===== src/rtl/vsr_pkg.sv =====
package vsr_pkg;
  typedef enum logic {
    MODE_FALL = 1'b0,
    MODE_RISE = 1'b1
  } ramp_mode_e;
endpackage


===== src/rtl/vsr_target_clamp.sv =====
module vsr_target_clamp #(
  parameter int GAIN_W   = 9,
  parameter int MIN_CODE = -200,
  parameter int MAX_CODE = 80
) (
  input  logic signed [GAIN_W-1:0] raw_code,
  output logic signed [GAIN_W-1:0] lim_code
);
  localparam logic signed [GAIN_W-1:0] MIN_V = GAIN_W'(MIN_CODE);
  localparam logic signed [GAIN_W-1:0] MAX_V = GAIN_W'(MAX_CODE);

  always_comb begin
    if (raw_code < MIN_V)      lim_code = MIN_V;
    else if (raw_code > MAX_V) lim_code = MAX_V;
    else                       lim_code = raw_code;
  end
endmodule


===== src/rtl/vsr_mode_ctrl.sv =====
module vsr_mode_ctrl
  import vsr_pkg::*;
(
  input  logic       clk,
  input  logic       rst,
  input  logic       up_req,
  input  logic       dn_req,
  output ramp_mode_e mode_q,
  output logic       up_acc,
  output logic       dn_acc
);
  // shutdown has priority over wake-up
  assign dn_acc = dn_req;
  assign up_acc = up_req & ~dn_req;

  always_ff @(posedge clk) begin
    if (rst)         mode_q <= MODE_FALL;
    else if (dn_acc) mode_q <= MODE_FALL;
    else if (up_acc) mode_q <= MODE_RISE;
  end
endmodule


===== src/rtl/vsr_gain_stepper.sv =====
module vsr_gain_stepper
  import vsr_pkg::*;
#(
  parameter int GAIN_W    = 9,
  parameter int MUTE_CODE = -200
) (
  input  logic                     clk,
  input  logic                     rst,
  input  logic                     ramp_en,
  input  logic                     frame_stb,
  input  logic                     up_acc,
  input  logic                     dn_acc,
  input  ramp_mode_e               mode_q,
  input  logic signed [GAIN_W-1:0] tgt_lim,
  output logic signed [GAIN_W-1:0] gain_q,
  output logic                     at_goal
);
  localparam logic signed [GAIN_W-1:0] MUTE_V = GAIN_W'(MUTE_CODE);
  localparam logic signed [GAIN_W-1:0] ONE_V  = GAIN_W'(1);

  logic signed [GAIN_W-1:0] tgt_q;
  logic signed [GAIN_W-1:0] goal;
  logic signed [GAIN_W-1:0] stepped;

  assign goal = (mode_q == MODE_RISE) ? tgt_q : MUTE_V;

  always_comb begin
    if (gain_q < goal)      stepped = gain_q + ONE_V;
    else if (gain_q > goal) stepped = gain_q - ONE_V;
    else                    stepped = gain_q;
  end

  always_ff @(posedge clk) begin
    if (rst) begin
      tgt_q  <= MUTE_V;
      gain_q <= MUTE_V;
    end else begin
      tgt_q <= tgt_lim;
      if (dn_acc)
        gain_q <= ramp_en ? gain_q : MUTE_V;
      else if (up_acc)
        gain_q <= ramp_en ? MUTE_V : tgt_lim;
      else if (!ramp_en)
        gain_q <= (mode_q == MODE_RISE) ? tgt_lim : MUTE_V;
      else if (frame_stb)
        gain_q <= stepped;
    end
  end

  assign at_goal = (gain_q == goal);
endmodule


===== src/rtl/vol_soft_ramp.sv =====
module vol_soft_ramp
  import vsr_pkg::*;
#(
  parameter int GAIN_W    = 9,
  parameter int MUTE_CODE = -200,
  parameter int MAX_CODE  = 80
) (
  input  logic                     clk,
  input  logic                     rst,
  input  logic                     frame_stb,
  input  logic                     ramp_en,
  input  logic signed [GAIN_W-1:0] target_gain,
  input  logic                     pwr_up_req,
  input  logic                     pwr_dn_req,
  output logic signed [GAIN_W-1:0] gain_code,
  output logic                     ramp_done
);
  logic signed [GAIN_W-1:0] tgt_lim;
  ramp_mode_e               mode_q;
  logic                     up_acc;
  logic                     dn_acc;

  vsr_target_clamp #(
    .GAIN_W(GAIN_W), .MIN_CODE(MUTE_CODE), .MAX_CODE(MAX_CODE)
  ) u_clamp (
    .raw_code(target_gain),
    .lim_code(tgt_lim)
  );

  vsr_mode_ctrl u_mode (
    .clk(clk), .rst(rst),
    .up_req(pwr_up_req), .dn_req(pwr_dn_req),
    .mode_q(mode_q), .up_acc(up_acc), .dn_acc(dn_acc)
  );

  vsr_gain_stepper #(
    .GAIN_W(GAIN_W), .MUTE_CODE(MUTE_CODE)
  ) u_step (
    .clk(clk), .rst(rst),
    .ramp_en(ramp_en), .frame_stb(frame_stb),
    .up_acc(up_acc), .dn_acc(dn_acc), .mode_q(mode_q),
    .tgt_lim(tgt_lim),
    .gain_q(gain_code), .at_goal(ramp_done)
  );
endmodule


===== config.mk =====
export PLATFORM = sky130hd
export DESIGN_NAME = vol_soft_ramp
export DESIGN_NICKNAME = d
export VERILOG_FILES = /design/src/rtl/vsr_pkg.sv /design/src/rtl/vsr_target_clamp.sv /design/src/rtl/vsr_mode_ctrl.sv /design/src/rtl/vsr_gain_stepper.sv /design/src/rtl/vol_soft_ramp.sv
export SDC_FILE = /design/constraint.sdc
export NUM_CORES = 1
export LEC_CHECK = 0
export BUFFER_PORTS_ARGS = -buffer_cell sky130_fd_sc_hd__buf_2
export CAP_MARGIN = 20
export CORE_MARGIN = 2
export CORE_UTILIZATION = 40
export CTS_CLUSTER_DIAMETER = 100
export DETAILED_ROUTE_END_ITERATION = 8
export GPL_ROUTABILITY_DRIVEN = 0
export GPL_TIMING_DRIVEN = 1
export HOLD_SLACK_MARGIN = 0.02
export PLACE_DENSITY = 0.65
export REMOVE_ABC_BUFFERS = 1
export SETUP_SLACK_MARGIN = 0.2
export SLEW_MARGIN = 20
export SYNTH_ARGS = -nofsm -noshare
export SYNTH_HDL_FRONTEND = slang
export SYNTH_SLANG_ARGS = --single-unit

===== constraint.sdc =====
create_clock -name clk -period 3.2 [get_ports clk]
set_input_delay 0 -clock clk [delete_from_list [all_inputs] [get_ports clk]]
set_output_delay 0 -clock clk [all_outputs]
set_load 0.01 [all_outputs]

---- After elaboration in Yosys (flattened, before gate mapping) ----
Cells that the tools add are included.
cells by class
  add/subtract/negate cells ............... 2
  order comparisons ....................... 4
  eq/ne operators ......................... 4
  muxes and demuxes ....................... 12
  bitwise gates (word level) .............. 2
  reduce and logical (&&, ||, !) cells .... 2
operators with widths
  cell                   number
  $mux W9                12
  $add A9 B2 Y9 const B  1
  $eq A9 B9 Y1           1
  $gt A9 B8 Y1 const B   1
  $gt A9 B9 Y1           1
  $lt A9 B9 Y1           1
  $lt A9 B9 Y1 const B   1
  $sub A9 B2 Y9 const B  1
  $ne A4 B1 Y1 const B   1
  $ne A3 B2 Y1 const B   1
  $reduce_and A3 Y1      1
  $ne A2 B2 Y1 const B   1
  $reduce_or A2 Y1       1
  $and A1 B1 Y1          1
  $not A1 Y1             1
storage, ports and cells
  flip-flop bits (word level) ............. 19
  bits of input ports ..................... 15
  output and inout port bits .............. 10
  word-level logic and storage cells ...... 29

---- Depth between registers and ports, before layout ----
Gate-level depths: netlist (run 1).
  depth after elaboration ................. 8
  mapped depth ............................ 15
  mapped depth without buffers ............ 12

---- Hierarchy ----
A second synthesis (run 1) with hierarchy kept.
unflattened totals
  cell total of the unflattened synthesis .. 197
  area, all modules ....................... 1595.3 um^2
by module, submodules not included
  module            times used  cells each  area an instance (um^2)  sequential area each (um^2)
  vsr_gain_stepper  1           169         1411.4                   360.3
  vsr_target_clamp  1           23          138.9                    0.0
  vsr_mode_ctrl     1           5           45.0                     20.0

---- Worst setup path after synthesis (run 1) ----
OpenSTA, ideal clock, no wires.
  path kind ............................... register -> register
  from .................................... register u_mode.mode_q
  to ...................................... register u_step.gain_q[8]
  setup time .............................. 0.086 ns
  arrival ................................. 3.457 ns
  required time ........................... 3.114 ns
  path slack .............................. -0.342 ns
  cell stages (with the launch flop) ...... 15
  path buffers ............................ 2
  period minus slack after synthesis ...... 3.542 ns
  cell sequence ........................... dfxtp_1 -> clkbuf_1 -> nor2b_1 -> ha_1 -> nand4_1 -> a211oi_1 -> o31ai_1 -> buf_2 -> nand2_1 -> xor2_1 -> ha_1 -> or4_1 -> a211o_1 -> a31o_1 -> a211oi_1
between the ends
  cells in the longest elaborated chain, start to end .. 7
  elaborated cells on any way between the ends .. 11
  classes of those cells .................. 2 x order compare; 1 x eq/ne; 7 x mux; 1 x reduce/logical
RTL lines
  item                      RTL line                text
  start: declaration        vsr_mode_ctrl.sv:8      output ramp_mode_e mode_q,
  start signal: assignment  vsr_mode_ctrl.sv:17     if (rst) mode_q <= MODE_FALL;
  start signal: assignment  vsr_mode_ctrl.sv:18     else if (dn_acc) mode_q <= MODE_FALL;
  start signal: assignment  vsr_mode_ctrl.sv:19     else if (up_acc) mode_q <= MODE_RISE;
  $mux W9                   vsr_gain_stepper.sv:25  assign goal = (mode_q == MODE_RISE) ? tgt_q : MUTE_V;
  $lt A9 B9 Y1              vsr_gain_stepper.sv:28  if (gain_q < goal) stepped = gain_q + ONE_V;
  $mux W9                   vsr_gain_stepper.sv:28
  $mux W9                   vsr_gain_stepper.sv:45  else if (frame_stb)
  $mux W9                   vsr_gain_stepper.sv:43  else if (!ramp_en)
  $mux W9                   vsr_gain_stepper.sv:41  else if (up_acc)
  $mux W9                   vsr_gain_stepper.sv:39  if (dn_acc)
  end signal: assignment    vsr_gain_stepper.sv:40  gain_q <= ramp_en ? gain_q : MUTE_V;
  end signal: assignment    vsr_gain_stepper.sv:42  gain_q <= ramp_en ? MUTE_V : tgt_lim;
  end signal: assignment    vsr_gain_stepper.sv:44  gain_q <= (mode_q == MODE_RISE) ? tgt_lim : MUTE_V;
  end: declaration          vsr_gain_stepper.sv:15  output logic signed [GAIN_W-1:0] gain_q,
Parallel ways exist; a longest one is shown, timed or not. The select of a mux whose other input is x is not followed.
A chain may end at the register's enable or synchronous reset.

---- Worst setup path in the final report (run 1) ----
Ends and elaborated chain as after synthesis.

==> results_dict.tcl, run 1 <==
set metrics [dict create \
    synth_top_flop_cell "dfxtp_1" \
    yosysSeqAreaShare 0.2707 \
    wl_per_cell_um 17.01 \
    antenna_found_initial 0 \
    critical_path.most_common_cell "or4_1" \
    period_needed_ns 3.140 \
    placed_area_sq_um 1614 \
    vias_per_cell 5.884 \
    drv_slew 0 \
    die-area_sq_um 4003 \
    antennaDiodeCount 0 \
    finalNonFillerCells 267 \
    worstPathArrival_ns 3.39 \
    numPortBuffers 24 \
    grt_max_degree 17 \
    p_per_area_nw_per_um2 325.0 \
    synthCells 175 \
    rows 21 \
    fin_area_sq_um 1924 \
    report.final.hold_viol_count 0 \
    leakage_nw 0.8378 \
    fmax_mhz 318.5 \
    cpPeakStageDelay_ns 0.45 \
    grt_pass1_vias 1625 \
    cts_buffers 3 \
    synth.distinct_cells 47 \
    fin_skew_ns 0.01525 \
    drc 0 \
    hpwlAfterDp_um 3044 \
    rsz0062_at_grt "yes" \
    overflow 0 \
    synth_edf_count 0 \
    num_vias 1571 \
    core_area_sq_um 3363 \
    nets 247 \
    hp-class "in2reg" \
    synthArstFlopShare 0 \
    area_delta_synth_final_pct 36.95 \
    timing.final.crit_share 0.9811 \
    post-route-util 0.5722 \
    irDropWorstVdd_mv 0.1568 \
    worstMarginPinSlew_ns 0.6314 \
    crit_path_top_delay_cell "or4_1" \
    path_cells "nor2b_1 > ha_1 > a21oi_1 > o22ai_2 > or4_1 > nand2_1 > xor2_1 > ha_2 > or4_1 > a211o_1 > a31o_1 > a211oi_2" \
    dp_cells 247 \
    critical_path_class "reg2reg" \
    cts-root-buf "clkbuf_4" \
    status "complete, no violations" \
    final_cell_mix "24 x buf_2, 18 x dfxtp_1, 17 x buf_4, 11 x a21oi_1" \
    cts.sinks 19 \
    drt_iter0_drc 66 \
    syn-cell-area_sq_um 1405 \
    drtAntennaViolNets 0 \
    synth-seq-cells 19 \
    clk_pin_slew_ns 0.13 \
    final_common_cell "buf_2" \
    grtUsageTotal 0.2358 \
    required_ns 3.45 \
    die_w_um 63.27 \
    fin_ws_ns 0.06045 \
    drive_gt1_frac 0.3303 \
    cp-end-kind "flip-flop" \
    relSlewSlack 0.5791 \
    ios 25 \
    setup_violations 0 \
    worstPathMaxFanout 7 \
    worstSetupStartpointType "flip-flop" \
    wl_um 4542 \
    first_pass_iters 4 \
    maxCapViolCount 0 \
    avgSynthCellArea_sq_um 8.029 \
    cts_tree "done" \
    grt_pass1_wl_um 7403 \
    clockBufferDepth 2 \
    initial_core_util 0.4178 \
    clk_latency_ns 0.31 \
    htreeDepth 1 \
    dp_slack_ns -0.1059 \
    yosys_warnings 0 \
    die_h_um 63.27 \
]
## layer usage
metal	global-route usage	routed length [um]
met2	0.4162	2300
met5	0	0
met3	0.02857	236
met4	0.1277	123
met1	0.2767	1882
## cell usage after synthesis (3+ instances only)
cell type  number  area (sq um)
dfxtp_1        19         380.4
nand4_1         5         31.28
inv_1           9         33.78
o21ai_0         4         20.02
nand2_1        13         48.80
a211o_1         7         61.31
clkbuf_1        5         18.77
and2_1          6         37.54
ha_1           10         125.1
nor2b_1         7         43.79
nor3_1          5         25.02
or4_1           3         22.52
o21bai_1        3         22.52
a31o_1          3         26.28
nor2_1         10         37.54
a21oi_1        12         60.06
nand3_1         8         40.04
and3_1          4         25.02
a211oi_1        8         60.06
## cell families after synthesis
logic type	share of synthesized area
XOR/XNOR	0.006234
flip-flops	0.2707
AND/OR/NAND/NOR	0.2974
AO/OA/AOI/OAI	0.2761
buffers and inverters	0.06054
adder cells (fa/ha/maj)	0.08905
## registers in the layout, indices dropped and copies added, names as in the netlist
signal / cells
u_mode.mode_q: 1
u_step.tgt_q: 9
u_step.gain_q: 9
## worst max-delay path: cells and delay by family, from the launching register on
kind,cells,cell delay [ns]
simple gates,4,1.12
compound gates,5,1.03
fa+ha+maj,2,0.44
flops,1,0.41
xor+xnor,1,0.08
## path summary, 6_finish.rpt
| check | startpoint | endpoint | slack, ns | cells past startpoint |
|---|---|---|---|---|
| hold / removal | rst | u_step.gain_q[0] | 0.05 | 2 |
| setup reg to reg | u_mode.mode_q | u_step.gain_q[8] | 0.06 | 12 |
| setup / recovery | u_mode.mode_q | u_step.gain_q[8] | 0.06 | 12 |
| hold reg to reg | u_step.gain_q[3] | u_step.gain_q[3] | 0.57 | 2 |
## stage by stage
step / total power [W] / hold slack (ns) / TNS, ns
after global routing: 0.0006545 / 0.06112 / -0.1074
after CTS: 0.0006003 / 0.02549 / 0
after global placement: 0.0004315 / 0.2389 / 0
after detailed placement: 0.0004390 / 0.2431 / -0.1059
final: 0.0006254 / 0.04750 / 0
after floorplan: 0.0003657 / 0.06907 / -1.020
## cell type report
| class | count | area (sq um) |
|---|---|---|
| Sequential cell | 19 | 384.1 |
| Clock buffer | 3 | 22.52 |
| Multi-Input combinational cell | 138 | 1069 |
| Fill cell | 325 | 1439 |
| Tap cell | 46 | 57.56 |
| Timing Repair Buffer | 51 | 352.8 |
| Inverter | 9 | 33.78 |
| Clock inverter | 1 | 5.005 |
## power breakdown
part / total (W) / internal (W) / switching [W]
registers: 0.000257 / 0.000248 / 0.00000913
logic: 0.000235 / 0.000109 / 0.000126
clock network: 0.000133 / 0.0000467 / 0.0000864
total: 0.000625 / 0.000404 / 0.000221
## timing repair
| item | CTS | global route |
|---|---|---|
| endpoints found under the hold margin | 7 | 0 |
| pin swaps | 13 | 6 |
| hold buffers | 6 | 0 |
| setup buffers | 8 | 2 |
| setup endpoints to repair | 4 | 4 |
| gates resized for setup | 17 | 9 |
Power figures use the tool's default switching activity.
==> run 2: changes to the inputs <==
PLACE_DENSITY = 0.7   (was 0.65)
SLEW_MARGIN = default   (was 20)
==> run 2 against run 1 <==
Net effect:
- largest cell class unchanged
- largest power group unchanged
- first-iteration DRC count grew 55%
- final area fell by 2.6%
- non-clock buffer count decreased by 4
- critical path depth rose by 1
- count of clock-buffer cells in the layout did not move
- via count fell by 4.3%
==> results_dict.tcl, run 2 (synthesis results as in run 1) <==
set metrics [dict create \
    worstPathMaxFanout 6 \
    cts_buffers 3 \
    worstMarginPinSlew_ns 0.6175 \
    p_comb_frac 0.357 \
    swShare 0.3534 \
    grt_pass1_vias 1416 \
    drc 0 \
    rows 21 \
    overflow 0 \
    rsz0062_at_grt "yes" \
    hpwlAfterDp_um 2885 \
    hold_ws_ns 0.01856 \
    final_cell_mix "24 x buf_2, 18 x buf_4, 18 x dfxtp_1, 12 x a21oi_1" \
    fin_skew_ns 0.01347 \
    timing.final.crit_share 0.9633 \
    num_vias 1503 \
    finalNonFillerCells 263 \
    power_frac_clock 0.221 \
    cts-root-buf "clkbuf_4" \
    grt_pass1_wl_um 6824 \
    drtAntennaViolNets 0 \
    switchingPower_w 0.0002153 \
    hp-class "in2reg" \
    report.final.hold_viol_count 0 \
    fin_ws_ns 0.1175 \
    die-area_sq_um 4003 \
    reg_top3 "u_step.gain_q: 9 flops, u_step.tgt_q: 9 flops, u_mode.mode_q: 1 flops" \
    irDropWorstVdd_mv 0.1517 \
    post-route-util 0.5573 \
    p_per_area_nw_per_um2 325.0 \
    cts.sinks 19 \
    core_area_sq_um 3363 \
    critical_path_class "reg2reg" \
    vias_per_cell 5.715 \
    period_needed_ns 3.082 \
    die_w_um 63.27 \
    antennaDiodeCount 0 \
    seq_area_sq_um 384.1 \
    dp_slack_ns -0.05242 \
    reg2reg_setup_slack_ns 0.12 \
    htreeDepth 1 \
    die_h_um 63.27 \
    cts_tree "done" \
    required_ns 3.45 \
    fmax_mhz 324.4 \
    maxCapViolCount 0 \
    seqPwrFrac 0.422 \
    numPortBuffers 24 \
    ios 25 \
    first_pass_iters 4 \
    multiInputGateArea_sq_um 1064 \
    drt_iter0_drc 102 \
    relSlewSlack 0.5883 \
    final_common_cell "buf_2" \
    clk_pin_slew_ns 0.13 \
    worstSetupStartpointType "flip-flop" \
    wl_um 4125 \
    p_int_w 0.0003938 \
    dp_cells 250 \
    antenna_found_initial 0 \
    drv_slew 0 \
    grt_max_degree 17 \
    status "complete, no violations" \
    grtUsageTotal 0.2137 \
    wl_per_cell_um 15.68 \
    clockBufferDepth 2 \
    n_fill_cell 331 \
    initial_core_util 0.4178 \
    drive_gt1_frac 0.3272 \
    nets 243 \
    worstPathArrival_ns 3.33 \
    setup_violations 0 \
    area_delta_synth_final_pct 33.39 \
    totalPowerFinal_w 0.0006091 \
    cp-end-kind "flip-flop" \
    clk_latency_ns 0.31 \
    leakage_nw 0.8366 \
]
## run 2: changes by cell type in the layout (fill, tap and decap cells not counted), moves of 2 or more
| cell | before | now |
|---|---|---|
| dlygate4sd3_1 | 6 | 3 |
| nand2_4 | 1 | 3 |
| nand2_2 | 2 | 0 |
| buf_6 | 4 | 2 |
## run 2: per-layer routing
metal  share of wire  track usage  up-vias
li1                -            -      746
met1            0.45       0.2788      720
met2            0.50       0.3750       33
met3           0.045      0.02857        4
met4          0.0075      0.04620        0
met5               0            0        -
## run 2: critical path, cell delays in order, from the launching register on
cell      delay [ns]
dfxtp_4         0.41
buf_6           0.15
nand2_4         0.05
ha_4            0.23
a21oi_1         0.16
o22ai_1         0.13
or4_1           0.44
nand2_1         0.10
xor2_1          0.08
ha_2            0.20
or4_4           0.40
a211o_1         0.25
a31o_1          0.23
a211oi_2        0.17
## run 2: path summary, 6_finish.rpt
| path | start | to | depth (start not counted) |
|---|---|---|---|
| worst max-delay path | u_mode.mode_q | u_step.gain_q[8] | 13 |
| worst min-delay path | pwr_dn_req | u_mode.mode_q | 3 |
| worst max register to register | u_mode.mode_q | u_step.gain_q[8] | 13 |
| worst min register to register | u_step.gain_q[8] | u_step.gain_q[8] | 2 |
## run 2: per-stage QoR
step / setup TNS (ns) / cell area (sq um)
after detailed placement: -0.05242 / 1637
after global routing: -0.009179 / 1874
after floorplan: -1.020 / 1354
after CTS: 0 / 1809
final: 0 / 1874
after global placement: -0.001464 / 1637
## run 2: power by group through the flow
stage | Combinational [W] | Sequential [W] | Clock [W]
floorplan | 0.000101 | 0.000265 | 0
global placement | 0.000178 | 0.000261 | 0
detailed placement | 0.000178 | 0.000261 | 0
CTS | 0.000195 | 0.000256 | 0.000131
global route | 0.000237 | 0.000258 | 0.000144
finish | 0.000218 | 0.000257 | 0.000135
## run 2: repair_timing
item                                    in CTS  in global routing
resized for setup                           15                  9
pin swaps                                   14                 10
endpoints found under the setup margin       3                  4
hold buffers                                 3                  0
hold endpoints to repair                     4                  0
buffers inserted                             3                  3
## run 2: area by class of cell
class                           instances  area share
Clock inverter                          1    0.002670
Inverter                                9     0.01802
Timing Repair Buffer                   47      0.1642
Multi-Input combinational cell        138      0.5674
Clock buffer                            3     0.01202
Tap cell                               46     0.03071
Sequential cell                        19      0.2049
